`config.mk`:
```
export PLATFORM = sky130hd
export DESIGN_NAME = tern_cam
export DESIGN_NICKNAME = d
export VERILOG_FILES = /design/src/rtl/tern_cam_pkg.sv /design/src/rtl/tern_cam_ctrl.sv /design/src/rtl/tern_cam_store.sv /design/src/rtl/tern_cam.sv
export SDC_FILE = /design/constraint.sdc
export NUM_CORES = 1
export LEC_CHECK = 0
export BUFFER_PORTS_ARGS = -buffer_cell sky130_fd_sc_hd__buf_2
export CORE_AREA = 3 3 49 68
export DETAILED_ROUTE_END_ITERATION = 10
export DIE_AREA = 0 0 52 71
export PLACE_DENSITY_LB_ADDON = 0.08
export SLEW_MARGIN = 0
export SYNTH_ARGS = -nofsm -noshare
export SYNTH_HDL_FRONTEND = slang
export SYNTH_SLANG_ARGS = --single-unit
export TNS_END_PERCENT = 100
```
`constraint.sdc`:
```
create_clock -name clk -period 1.7 [get_ports clk]
set_input_delay 0.085 -clock clk [delete_from_list [all_inputs] [get_ports clk]]
set_output_delay 0.085 -clock clk [all_outputs]
set_load 0.02 [all_outputs]
```
`src/rtl/tern_cam_pkg.sv`:
```
package tern_cam_pkg;

  // Strobes from control to datapath, at most one of doSearch vs access
  typedef struct packed {
    logic doWrite;
    logic doRead;
    logic doSearch;
  } camStrobe_t;

endpackage

```
`src/rtl/tern_cam_ctrl.sv`:
```
module tern_cam_ctrl
  import tern_cam_pkg::*;
(
  input  logic       wrEn,
  input  logic       rdEn,
  input  logic       srchEn,
  output camStrobe_t strobe
);

  logic accessReq;

  // Any access claims the cycle; a search only runs in a free cycle
  always_comb begin
    accessReq       = wrEn | rdEn;
    strobe.doWrite  = wrEn;
    strobe.doRead   = rdEn;
    strobe.doSearch = srchEn & ~accessReq;
  end

endmodule

```
`src/rtl/tern_cam_store.sv`:
```
module tern_cam_store
  import tern_cam_pkg::*;
#(
  parameter int WORDS  = 4,
  parameter int WIDTH  = 4,
  parameter int ADDR_W = (WORDS > 1) ? $clog2(WORDS) : 1
)(
  input  logic              clk,
  input  logic              rstN,
  input  camStrobe_t        strobe,
  input  logic [ADDR_W-1:0] addr,
  input  logic [WIDTH-1:0]  wrData,
  input  logic [WIDTH-1:0]  srchKey,
  input  logic [WIDTH-1:0]  srchMask,
  output logic [WIDTH-1:0]  rdData,
  output logic [WORDS-1:0]  matchVec,
  output logic              miss,
  output logic [WORDS-1:0]  wordValid
);

  logic [WIDTH-1:0] cells [WORDS];
  logic [WORDS-1:0] wordSel;
  logic [WORDS-1:0] hitNow;
  logic [WIDTH-1:0] rdWord;

  // Address decoder: one select line per word
  for (genvar gi = 0; gi < WORDS; gi++) begin : g_dec
    assign wordSel[gi] = (addr == ADDR_W'(gi));
  end

  // Per-word ternary compare
  for (genvar gi = 0; gi < WORDS; gi++) begin : g_cmp
    logic [WIDTH-1:0] diffBits;
    assign diffBits   = (cells[gi] ^ srchKey) & ~srchMask;
    assign hitNow[gi] = wordValid[gi] & ~(|diffBits);
  end

  // Storage and valid flags
  always_ff @(posedge clk) begin
    for (int i = 0; i < WORDS; i++) begin
      if (!rstN) begin
        cells[i]     <= '0;
        wordValid[i] <= 1'b0;
      end else if (strobe.doWrite && wordSel[i]) begin
        cells[i]     <= wrData;
        wordValid[i] <= 1'b1;
      end
    end
  end

  always_comb begin
    rdWord = '0;
    for (int i = 0; i < WORDS; i++) begin
      if (wordSel[i]) rdWord = cells[i];
    end
  end

  // Registered read port
  always_ff @(posedge clk) begin
    if (!rstN)            rdData <= '0;
    else if (strobe.doRead) rdData <= rdWord;
  end

  // Registered search results, held between searches
  always_ff @(posedge clk) begin
    if (!rstN) begin
      matchVec <= '0;
      miss     <= 1'b1;
    end else if (strobe.doSearch) begin
      matchVec <= hitNow;
      miss     <= ~(|hitNow);
    end
  end

endmodule

```
`src/rtl/tern_cam.sv`:
```
module tern_cam
  import tern_cam_pkg::*;
#(
  parameter int WORDS  = 4,
  parameter int WIDTH  = 4,
  parameter int ADDR_W = (WORDS > 1) ? $clog2(WORDS) : 1
)(
  input  logic              clk,
  input  logic              rstN,
  input  logic [ADDR_W-1:0] addr,
  input  logic [WIDTH-1:0]  wrData,
  input  logic              wrEn,
  input  logic              rdEn,
  output logic [WIDTH-1:0]  rdData,
  input  logic              srchEn,
  input  logic [WIDTH-1:0]  srchKey,
  input  logic [WIDTH-1:0]  srchMask,
  output logic [WORDS-1:0]  matchVec,
  output logic              miss
);

  camStrobe_t       strobe;
  logic [WORDS-1:0] wordValid;

  tern_cam_ctrl u_ctrl (
    .wrEn   (wrEn),
    .rdEn   (rdEn),
    .srchEn (srchEn),
    .strobe (strobe)
  );

  tern_cam_store #(
    .WORDS  (WORDS),
    .WIDTH  (WIDTH),
    .ADDR_W (ADDR_W)
  ) u_store (
    .clk       (clk),
    .rstN      (rstN),
    .strobe    (strobe),
    .addr      (addr),
    .wrData    (wrData),
    .srchKey   (srchKey),
    .srchMask  (srchMask),
    .rdData    (rdData),
    .matchVec  (matchVec),
    .miss      (miss),
    .wordValid (wordValid)
  );

endmodule

```
==> impl_results.md <==
- Status: completed
- Resize count post-CTS: 0
- CP Cell Sequence: xnor2_2, o22ai_1, nor3_2, nor3_1, a221o_1
- Root Driver: clkbuf_8
- Syn Inst Count: roughly 130
- Synth Cell Area: 1470 um^2
- Post-Syn Nets: around 150
- Critical Path AT: between 1500 and 2000 ps
- Hold path depth: 2
- Fmax: slightly above 700 MHz
- DRC violation count after routing: 0
- DIE AREA: around 3700 um^2
- Critical path depth in cells: 5
- Unique cell type count in the Yosys netlist: 24
- Area grow syn2layout: 16.68%
- Max Cap Viol: 0
- Vias/cell: a little over 5
- Critical Path Start Type: register
- Dpl ws: roughly 320 ps
- NumNets Final: 180
- Final setup vio count: 0
- Worst reg2reg path depth: 5
- Sequential-to-total area share from yosys stat: roughly half
- Adder-cell share of the synthesized area: 0%
- Hold Vio Cnt, Final: 0
- Worst IR Drop VDD: between 0.5 and 0.6 mV
- TritonCTS clock tree: done
- Pins over their slew limit: 0
- I/O Buffers: 27
- Initial DRC Count: 28
- Worst Path Buf+Inv: 0
- Setup CP Type: reg -> reg
- TNS Setup: 0 ps
- Worst Clk Skew: between 5 and 6 ps
- Main combinational cell family by area after synthesis: simple AND/OR/NAND/NOR gates
- Vias: ~1000
- WL final: 3.042 mm
- Initial Util: between 50% and 60%
- I/O pin cnt: 28
- Compound-Gate Fraction of Synth Area: 7.574%
- # fillers: 253
- Crit path max-delay family: flip-flops
- Crit-path max FO: 2
- Die Y-Extent: between 70 and 80 um
- Synth warn: 0
- Gr usage total: between 10% and 20%
- Top-count cell post-synth: and2_1
- Seq. cell area: roughly 740 um^2
- XOR/XNOR Fraction of Synth Area: 10.04%
- Synth Flop Type: edfxtp_1
- Unrepaired setup endpoints after global routing: false
- Pleak: between 0.0007 and 0.0008 uW
- Met1 Use GR: 17.61%
- Avg Cell Area, Syn: 11.05 um^2
- WL/cell: around 15 um
- RD Place Congestion: ~0.77
- Share of cells above drive strength 1: between 20% and 30%
- Pin count of the biggest net entering global routing: 13
- Leading area contributor after synthesis: edfxtp_1
- Slew headroom: 63.80%
- Post-synthesis mux area share: around 8.9%
- Fin crit share: between 80% and 90%
- CTS Hold Bufs: 0
- H-tree depth: 2
- Min-Delay Path Class: in -> reg
- Post-CTS Setup Inserts: 0
- Core Area: ~2800 um^2
- Top post-synthesis cells by count: and2_1, edfxtp_1, xnor2_1
- Rows: 23
- # diodes: 0
- Critical path endpoint category: register
- Area of the multi-input gates: roughly 670 um^2
- Worst Max-Slew Pin Slew: around 540 ps
- GR Util met3: 5.684%
- DRT Pass-1 Iters: 4
- Clock buffer count from CTS: 5
- CTS max path bufs: 2
- Post-synth top area share: 32.68%
- Die width: 52 um
- Total gr overflow: 0
- Final ANT Viol Nets: 0
- Worst Path Required: roughly 1900 ps
- Clock transition at path regs: 60 ps
- GRT met2 Usage: 34.55%
- Post-synthesis simple-gate area fraction: roughly a fifth
- Worst setup margin: 314.5 ps
- Sink Count: 29
- Slowest CP cell: edfxtp_1
- Synth area leaders: edfxtp_1, dfxtp_1, xnor2_1, and2_1, mux4_2
- Clk_lat worst skew: roughly 280 ps
- Vias in the first global route: roughly 1100
- Slowest cell delay on critical path: 420 ps
- EDFF count, synth: 16
- Synth async-reset ratio: 0%
- Post-layout min period: about 1400 ps
- Gr busiest metal: met2
- Pwr per Cell Area: 1003 nW/um^2
- First-pass GRT wire length: 4.836 mm
- Post-synthesis register bit count: 29
- Initial antenna violation count: 0
[logic make-up (layout without fill, tap and decap cells)]
family                 after synthesis  count (layout)
multiplexers                         8               8
XOR/XNOR                            16              16
buffers and inverters                9              38
AO/OA/AOI/OAI                       18              18
flip-flops                          29              29
AND/OR/NAND/NOR                     53              53
[stage by stage]
stage	power (uW)	std cells	hold WS, ps	utilization (%)	instance area (um^2)
final	1721	199	113.4	60.21	1715
after global routing	1790	199	119.5	60.21	1715
after CTS	1737	199	105.9	60.21	1715
after detailed placement	1055	191	400.7	56.48	1609
after global placement	1047	191	398.4	56.48	1609
after floorplan	986.8	133	283.2	-	1470
[layout by cell type (no fill, tap or decap)]
cell type  synthesis  routed
mux4_2             4       4
edfxtp_1          16      16
buf_2              4      27
bufinv_16          0       1
nand2_1           14      14
xnor2_1           15      15
nand3b_1           2       2
clkbuf_1           1       1
clkbuf_8           0       5
o21ai_1            1       1
nor2_1            12      12
and2_1            17      17
clkinv_1           0       1
buf_4              0       2
mux2i_1            4       4
dfxtp_1           13      13
nor3b_1            2       2
nand3_1            1       1
o21ai_0            3       3
xnor2_2            1       1
a21o_1             4       4
a221o_1            1       1
a21oi_1            4       4
o22ai_1            5       5
inv_1              1       1
nor3_2             3       3
nor3_1             2       2
[state kept, by name (all words and copies together) (netlist names)]
register           cells
u_store.wordValid      4
u_store.cells         16
u_store.miss           1
u_store.matchVec       4
u_store.rdData         4
[final timing paths]
path / start / slack (ps) / to
setup / recovery: u_store.cells[1][0] / 310 / u_store.miss
hold reg to reg: u_store.matchVec[0] / 450 / u_store.matchVec[0]
hold / removal: wrData[2] / 110 / u_store.cells[3][2]
setup reg to reg: u_store.cells[1][0] / 310 / u_store.miss
[final cells by class]
cell class | count | share of cell area (%)
sequential | 29 | 43.18
clock inverter | 2 | 1.969
multi-input combinational | 95 | 38.95
clock buffer | 6 | 4.230
tap | 37 | 2.699
timing repair buffer | 29 | 8.753
inverter | 1 | 0.2188
[worst reg2reg max path, cell delays in order (launching register included)]
cell      delay, ps
edfxtp_1        420
xnor2_2         160
o22ai_1         110
nor3_2          190
nor3_1           80
a221o_1         310
[where the power goes]
part	switching (uW)	total [uW]	internal, uW
Clock	250	682	432
Combinational	119	224	105
Sequential	27.6	814	787
Total	397	1720	1320
[metal layers]
layer | up-vias | routed length (um)
met5 | - | 0
met1 | 469 | 1105
met4 | 0 | 77
met3 | 8 | 133
met2 | 23 | 1726
li1 | 518 | -
Note: power is estimated with default switching activity, not from simulation.
